$ cat src/rtl/cdtimer_pkg.sv
package cdtimer_pkg;
  localparam int unsigned BUS_W    = 32;
  localparam int unsigned CTRL_OFF = 32'h10;
  localparam int unsigned STAT_OFF = 32'h18;

  typedef struct packed {
    logic unmask;   // bit2
    logic oneshot;  // bit1
    logic en;       // bit0
  } ctrl_t;
endpackage

$ cat src/rtl/cdtimer_regs.sv
module cdtimer_regs
  import cdtimer_pkg::*;
#(
  parameter int unsigned ADDR_W = 8,
  parameter int unsigned CNT_W  = 64
) (
  input  logic              clk_i,
  input  logic              rst_ni,
  input  logic              wr_en_i,
  input  logic              rd_en_i,
  input  logic [ADDR_W-1:0] addr_i,
  input  logic [BUS_W-1:0]  wdata_i,
  input  logic              status_i,
  output logic [BUS_W-1:0]  rdata_o,
  output logic [CNT_W-1:0]  load_o,
  output ctrl_t             ctrl_q_o,
  output ctrl_t             ctrl_d_o,
  output logic              start_o,
  output logic              clr_o
);
  localparam int unsigned WIDX_W     = ADDR_W - 2;
  localparam int unsigned LOAD_WORDS = CNT_W / BUS_W;
  localparam logic [WIDX_W-1:0] CTRL_IDX = WIDX_W'(CTRL_OFF >> 2);
  localparam logic [WIDX_W-1:0] STAT_IDX = WIDX_W'(STAT_OFF >> 2);

  logic [WIDX_W-1:0] widx;
  logic [BUS_W-1:0]  load_w [LOAD_WORDS];
  logic              hit_load, hit_ctrl, hit_stat;
  ctrl_t             ctrl_q;

  assign widx     = addr_i[ADDR_W-1:2];
  assign hit_load = (widx < WIDX_W'(LOAD_WORDS));
  assign hit_ctrl = (widx == CTRL_IDX);
  assign hit_stat = (widx == STAT_IDX);

  for (genvar k = 0; k < LOAD_WORDS; k++) begin : g_load
    always_ff @(posedge clk_i or negedge rst_ni) begin
      if (!rst_ni) load_w[k] <= '0;
      else if (wr_en_i && widx == WIDX_W'(k)) load_w[k] <= wdata_i;
    end
    assign load_o[k*BUS_W +: BUS_W] = load_w[k];
  end

  assign ctrl_d_o = (wr_en_i && hit_ctrl) ? ctrl_t'(wdata_i[2:0]) : ctrl_q;

  always_ff @(posedge clk_i or negedge rst_ni) begin
    if (!rst_ni) ctrl_q <= '0;
    else         ctrl_q <= ctrl_d_o;
  end

  assign ctrl_q_o = ctrl_q;
  assign start_o  = ctrl_d_o.en && !ctrl_q.en;
  assign clr_o    = wr_en_i && hit_stat && wdata_i[0];

  always_comb begin
    rdata_o = '0;
    if (rd_en_i) begin
      for (int k = 0; k < LOAD_WORDS; k++)
        if (widx == WIDX_W'(k)) rdata_o = load_w[k];
      if (hit_ctrl) rdata_o = {{(BUS_W-3){1'b0}}, ctrl_q};
      if (hit_stat) rdata_o = {{(BUS_W-1){1'b0}}, status_i};
    end
  end

  p_unmapped_read_r3: assert property (@(posedge clk_i) disable iff (!rst_ni)
    (rd_en_i && !hit_load && !hit_ctrl && !hit_stat) |-> (rdata_o == '0));
  p_unmapped_write_r3: assert property (@(posedge clk_i) disable iff (!rst_ni)
    (wr_en_i && !hit_load && !hit_ctrl && !hit_stat) |=> ($stable(load_o) && $stable(ctrl_q)));
endmodule

$ cat src/rtl/cdtimer_counter.sv
module cdtimer_counter #(
  parameter int unsigned CNT_W = 64
) (
  input  logic             clk_i,
  input  logic             rst_ni,
  input  logic [CNT_W-1:0] load_i,
  input  logic             start_i,
  input  logic             en_nxt_i,
  input  logic             oneshot_i,
  output logic             running_o,
  output logic             expire_o
);
  logic [CNT_W-1:0] cnt_q;
  logic             running_q;
  logic             at_zero;

  assign at_zero   = (cnt_q == '0);
  assign expire_o  = running_q && at_zero;
  assign running_o = running_q;

  always_ff @(posedge clk_i or negedge rst_ni) begin
    if (!rst_ni) begin
      cnt_q     <= '0;
      running_q <= 1'b0;
    end else if (start_i) begin
      cnt_q     <= load_i;
      running_q <= 1'b1;
    end else if (!en_nxt_i) begin
      running_q <= 1'b0;
    end else if (running_q) begin
      if (!at_zero)       cnt_q     <= cnt_q - CNT_W'(1);
      else if (oneshot_i) running_q <= 1'b0;
      else                cnt_q     <= load_i;  // periodic reload
    end
  end

  p_start_load_r4: assert property (@(posedge clk_i) disable iff (!rst_ni)
    start_i |=> (running_q && cnt_q == $past(load_i)));
  p_decrement_r4: assert property (@(posedge clk_i) disable iff (!rst_ni)
    (running_q && !at_zero && en_nxt_i && !start_i) |=> (cnt_q == $past(cnt_q) - CNT_W'(1)));
  p_reload_r5: assert property (@(posedge clk_i) disable iff (!rst_ni)
    (expire_o && !oneshot_i && en_nxt_i && !start_i) |=> (running_q && cnt_q == $past(load_i)));
  p_oneshot_halt_r6: assert property (@(posedge clk_i) disable iff (!rst_ni)
    (expire_o && oneshot_i && !start_i) |=> !running_q);
endmodule

$ cat src/rtl/cdtimer_irq.sv
module cdtimer_irq (
  input  logic clk_i,
  input  logic rst_ni,
  input  logic expire_i,
  input  logic clr_i,
  input  logic unmask_nxt_i,
  output logic status_o,
  output logic irq_o
);
  logic status_q, status_d, irq_q;

  // set has priority over clear
  assign status_d = expire_i || (status_q && !clr_i);

  always_ff @(posedge clk_i or negedge rst_ni) begin
    if (!rst_ni) begin
      status_q <= 1'b0;
      irq_q    <= 1'b0;
    end else begin
      status_q <= status_d;
      irq_q    <= status_d && unmask_nxt_i;
    end
  end

  assign status_o = status_q;
  assign irq_o    = irq_q;

  p_set_wins_r10: assert property (@(posedge clk_i) disable iff (!rst_ni)
    expire_i |=> status_q);
  p_w1c_r9: assert property (@(posedge clk_i) disable iff (!rst_ni)
    (clr_i && !expire_i) |=> !status_q);
  p_hold_r9: assert property (@(posedge clk_i) disable iff (!rst_ni)
    (status_q && !clr_i) |=> status_q);
endmodule

$ cat src/rtl/cdtimer_top.sv
module cdtimer_top
  import cdtimer_pkg::*;
#(
  parameter int unsigned ADDR_W = 8,
  parameter int unsigned CNT_W  = 64
) (
  input  logic              clk_i,
  input  logic              rst_ni,
  input  logic              wr_en_i,
  input  logic              rd_en_i,
  input  logic [ADDR_W-1:0] addr_i,
  input  logic [31:0]       wdata_i,
  output logic [31:0]       rdata_o,
  output logic              irq_o
);
  logic [CNT_W-1:0] load;
  ctrl_t            ctrl_q, ctrl_d;
  logic             start, clr, status, running, expire;

  cdtimer_regs #(.ADDR_W(ADDR_W), .CNT_W(CNT_W)) u_regs (
    .clk_i    (clk_i),
    .rst_ni   (rst_ni),
    .wr_en_i  (wr_en_i),
    .rd_en_i  (rd_en_i),
    .addr_i   (addr_i),
    .wdata_i  (wdata_i),
    .status_i (status),
    .rdata_o  (rdata_o),
    .load_o   (load),
    .ctrl_q_o (ctrl_q),
    .ctrl_d_o (ctrl_d),
    .start_o  (start),
    .clr_o    (clr)
  );

  cdtimer_counter #(.CNT_W(CNT_W)) u_counter (
    .clk_i     (clk_i),
    .rst_ni    (rst_ni),
    .load_i    (load),
    .start_i   (start),
    .en_nxt_i  (ctrl_d.en),
    .oneshot_i (ctrl_q.oneshot),
    .running_o (running),
    .expire_o  (expire)
  );

  cdtimer_irq u_irq (
    .clk_i        (clk_i),
    .rst_ni       (rst_ni),
    .expire_i     (expire),
    .clr_i        (clr),
    .unmask_nxt_i (ctrl_d.unmask),
    .status_o     (status),
    .irq_o        (irq_o)
  );

  p_halted_when_off_r7: assert property (@(posedge clk_i) disable iff (!rst_ni)
    !ctrl_q.en |-> !running);
  p_irq_gate_r8: assert property (@(posedge clk_i) disable iff (!rst_ni)
    irq_o == (status && ctrl_q.unmask));
endmodule

$ cat config.mk
export PLATFORM = sky130hd
export DESIGN_NAME = cdtimer_top
export DESIGN_NICKNAME = d
export VERILOG_FILES = /design/src/rtl/cdtimer_pkg.sv /design/src/rtl/cdtimer_regs.sv /design/src/rtl/cdtimer_counter.sv /design/src/rtl/cdtimer_irq.sv /design/src/rtl/cdtimer_top.sv
export SDC_FILE = /design/constraint.sdc
export NUM_CORES = 1
export LEC_CHECK = 0
export BUFFER_PORTS_ARGS = -buffer_cell sky130_fd_sc_hd__buf_2
export CORE_MARGIN = 2
export CORE_UTILIZATION = 45
export DETAILED_ROUTE_END_ITERATION = 6
export GPL_ROUTABILITY_DRIVEN = 0
export GPL_TIMING_DRIVEN = 0
export PLACE_DENSITY = 0.78
export SYNTH_ARGS = -nofsm -noshare
export SYNTH_HDL_FRONTEND = slang
export SYNTH_SLANG_ARGS = --single-unit
$ cat constraint.sdc
create_clock -name clk_i -period 3.5 [get_ports clk_i]
set_clock_uncertainty 0.15 [all_clocks]
set_input_delay 1.05 -clock clk_i [delete_from_list [all_inputs] [get_ports clk_i]]
set_output_delay 1.05 -clock clk_i [all_outputs]
set_load 0.05 [all_outputs]
# Word level (Yosys, flattened, before mapping)
# Cells that the tools add are included.
[word_totals]
ff_bits = 134
input_bits = 44
wordCells = 47
[op_classes]
addsub = 1
n_eq_ne = 4
mux = 16
reduce_logical = 17
[op_table]
columns = ["op", "n"]
rows = [
  ["$mux 64", 5],
  ["$mux 32", 5],
  ["$logic_not 64->1", 1],
  ["$sub 64x1->64 const B", 1],
  ["$eq 6x3->1 const B", 2],
  ["$logic_and 1x1->1", 9],
  ["$eq 6x1->1 const B", 1],
  ["$logic_not 6->1", 1],
  ["$mux 1", 5],
  ["$reduce_bool 2->1", 2],
  ["$mux 3", 1],
  ["$ne 3x3->1 const B", 1],
  ["$reduce_and 3->1", 1],
  ["$logic_not 1->1", 2],
  ["$logic_or 1x1->1", 1],
]

# Longest topological paths before layout
[logic_depth]
ltp_word = 7
depth_mapped = 12

# Hierarchy
# From an unflattened synthesis, not the netlist that was laid out.
[hier_totals]
hier_cells = 803
area_unflattened_um2 = 7941.4
[modules_own_cells]
columns = ["mod", "n_inst", "cells_each", "area_each_um2"]
rows = [
  ["cdtimer_counter", 1, 563, 4748.3],
  ["cdtimer_regs", 1, 235, 3115.5],
  ["cdtimer_irq", 1, 5, 77.6],
]

# Worst setup path after synthesis
# Ideal clock, no wire load.
[synth_timing]
path_kind = "input to output"
start = "in addr_i[2]"
end = "out rdata_o[21]"
arrival_ns = 3.084
required_time_ns = 2.300
path_slack_ns = -0.784
path_stages = 5
n_path_buf = 3
cell_sequence = "clkbuf_1 > clkbuf_1 > buf_1 > mux2i_1 > nor2_1"
[synth_between]
elab_chain_cells = 6
[synth_rtl]
columns = ["element", "line", "text"]
rows = [
  ["start: declaration", "cdtimer_top.sv:11", "input logic [ADDR_W-1:0] addr_i,"],
  ["$logic_not 6->1", "cdtimer_regs.sv:59", "if (widx == WIDX_W'(k)) rdata_o = load_w[k];"],
  ["$mux 32 (2 in series)", "cdtimer_regs.sv:59", ""],
  ["$mux 32", "cdtimer_regs.sv:60", "if (hit_ctrl) rdata_o = {{(BUS_W-3){1'b0}}, ctrl_q};"],
  ["$mux 32 (*)", "cdtimer_regs.sv:61", "if (hit_stat) rdata_o = {{(BUS_W-1){1'b0}}, status_i};"],
  ["$mux 32 (*)", "cdtimer_regs.sv:57", "if (rd_en_i) begin"],
  ["end: declaration", "cdtimer_top.sv:13", "output logic [31:0] rdata_o,"],
]
# Every way passes the cells marked *; elsewhere a longest branch is shown, timed or not.

# Final worst setup path
[layout_timing]
start = "in addr_i[5]"
end = "out rdata_o[23]"
# Same word-level chain as after synthesis.

==> qor.yml <==
root_buffer: "clkbuf_16"
clkPwrFrac_pct: 44.2
fillers: 1348
internal_power_mw: 3.34
io_pins: 77
drive_gt1_share_pct: 30.7
synth_area_um2: 7440
die_h_um: 133
path_class: "input port to primary output"
vias: 6753
min_path_type: "register to register"
worstPathArrival_ns: 2.38
worstSkewPairLatency_ns: 0.44
startpoint_type: "input port"
antenna_left: 0
nets: 906
grt_overflow: 0
layout_common_cells: "dfrtp_1 (134), mux2_2 (65), mux2i_1 (64)"
synth_ff_type: "dfrtp_1"
max-slew-margin-rel_pct: 48.6
dpl_cell_area_um2: 8330
rows: 46
p_leak_nw: 4.27
timing.max_cap.violations: 0
synthAdderAreaFrac_pct: 0.337
finalSetupViolCount: 10
dp_cells: 1047
grt_pass1_vias: 6528
layout_commonest_cell: "dfrtp_1"
worstMarginPinSlew_ns: 0.771
dp_hpwl_um: 15100
rr_startpoint: "u_counter.cnt_q[15]"
synth_top_family_by_area: "multiplexers"
multiInputGateArea_um2: 4100
crit_fanout: 6
drt_wl_total_um: 23000
fmax_mhz: 280
holdBufCountCts: 0
pre_cts_ws_ns: -0.448
cts_max_level: 4
ys_seq_area_share_pct: 45.1
cts_buffer_depth: 2
p_switching_mw: 1.29
dr.pass1.iters: 6
synth_xor_area_share_pct: 0
path_clk_slew_ns: 0.06
synth_enable_flop_cells: 0
synth_simple_gate_area_share_pct: 18.4
drc: 0
core_area_um2: 16000
synth_fp_nets: 803
outcome: "finished with violations"
area_delta_synth_final_pct: 26.9
design_area_um2: 9440
critical_path.startpoint: "addr_i[5]"
p_sw_share_pct: 27.8
ys_types: 50
violations: "negative setup slack"
synth.area.top_cells: "dfrtp_1 (45%), mux2_2 (9.8%), mux2i_1 (9.2%), nor2_1 (3.9%), nor3_1 (3.1%)"
viasPerCell: 6.20
fin_cells: 1089
numCtsBuffers: 17
period_minus_slack_ns: 3.58
hold_start: "u_counter.cnt_q[11]"
drv_slew: 0
synthArstFlopShare_pct: 100
dieArea_um2: 17600
ys_warn_count: 0
p_per_area_nw_per_um2: 490
endpoint_kind: "primary output"
initial_utilization_pct: 46.5
antenna_found_initial: 0
synth-seq-cells: 134
die_w_um: 133
muxShareOfSynthArea_pct: 19.0
required_ns: 2.30
fin_ws_ns: -0.0768
regArea_um2: 3350
postSynthAreaPerCell_um2: 9.82
synth-compound-area-share_pct: 13.5
ir_drop_uv: 317
clock-sinks: 134
yosys.area.top_type: "dfrtp_1"
tritoncts: "done"
port_buffers: 73
power_frac_seq_pct: 41.2
syn_inst: 757
wl_per_cell_um: 21.1
grt_pass1_wl_um: 36100
drt_iter0_drc: 852
netlist.area_leader.share_pct: 45.1
diodes: 0
grt_max_degree: 92
p_comb_share_pct: 14.6
fin_crit_sh_pct: 102
finalHoldViolCount: 0
rsz0062_at_grt: "yes"
holdWs_ns: 0.340
grt_use_total_pct: 26.5
==> worst paths after layout <==
check / slack, ns / depth (start not counted) / endpoint
min in group asynchronous: 0.39 / 1 / u_regs.load_o[10]
worst max-delay path: -0.08 / 8 / rdata_o[23]
worst max register to register: 0.11 / 10 / u_counter.cnt_q[39]
worst min register to register: 0.34 / 1 / u_counter.cnt_q[11]
worst min-delay path: 0.34 / 1 / u_counter.cnt_q[11]
max in group asynchronous: 2.05 / 2 / u_counter.cnt_q[31]
==> metrics by stage <==
step | setup TNS, ns | power [mW] | util (%)
after floorplan | 0 | 2.29 | -
after global placement | -104.48 | 2.52 | 51.8
after detailed placement | -26.25 | 2.54 | 52.0
after CTS | -0.364 | 4.60 | 57.9
after global routing | -1.13 | 4.78 | 59.0
final | -0.625 | 4.63 | 59.0
==> worst max-delay path: stages <==
cell and delay (ns):
buf_8 0.10, nor4_4 0.29, nor2b_4 0.23, nand2_4 0.09
clkbuf_16 0.18, clkbuf_16 0.18, nor2_4 0.10, buf_8 0.15
==> timing repair <==
item | CTS | global route
gates cloned | 2 | 0
setup buffers | 3 | 7
pin swaps | 4 | 9
gates resized for setup | 56 | 81
endpoints found under the setup margin | 94 | 94
==> area by class of cell <==
cell class                 count  share of cell area [%]
multi-input combinational    555                    43.5
sequential                   134                    35.5
timing repair buffer          85                    7.01
clock buffer                  18                    4.65
buffer                        47                    3.23
tap                          216                    2.86
clock inverter                14                    2.44
inverter                      20                   0.795
==> layer usage <==
layer | part of all wire (%) | track usage (%)
met3 | 9.6 | 7.13
met1 | 42 | 34.9
met2 | 45 | 40.7
met5 | 0 | 0
met4 | 3.4 | 12.7
==> cells by family after synthesis <==
kind of cell,Yosys count
and+or+nand+nor,271
AOI/OAI and AO/OA,149
DFF,134
muxes,133
buffers and inverters,68
adders and majority gates,2
==> registers in the layout (all words and copies together) (netlist names) <==
name and cells:
u_counter.cnt_q 64, u_regs.load_o 64, u_regs.ctrl_q_o 3, u_counter.running_o 1, u_irq.irq_o 1, u_irq.status_o 1
==> power by group through the flow <==
| stage | Combinational, mW | Sequential (mW) | Clock [mW] |
|---|---|---|---|
| after floorplan | 0.436 | 1.85 | 0 |
| after global placement | 0.608 | 1.91 | 0 |
| after detailed placement | 0.624 | 1.92 | 0 |
| after CTS | 0.651 | 1.89 | 2.05 |
| after global routing | 0.731 | 1.93 | 2.13 |
| final | 0.676 | 1.91 | 2.05 |
==> Yosys cell counts (3+ instances only) <==
cell type,count
a221o_1,7
nand3_1,26
mux2_2,65
mux2i_1,68
a21oi_1,29
or4_1,7
nor4_1,22
clkbuf_1,33
nand2b_1,6
o22ai_1,12
nor3_1,46
a311oi_1,3
inv_1,20
nor2b_1,5
buf_2,6
a22oi_1,5
o2bb2ai_1,20
a2bb2oi_1,14
nand2_1,41
buf_1,8
and2_1,4
or2_2,3
or3_1,7
o21ai_0,43
nor4b_1,4
dfrtp_1,134
nand4_1,13
nor2_1,77
(Power assumes the default switching activity.)
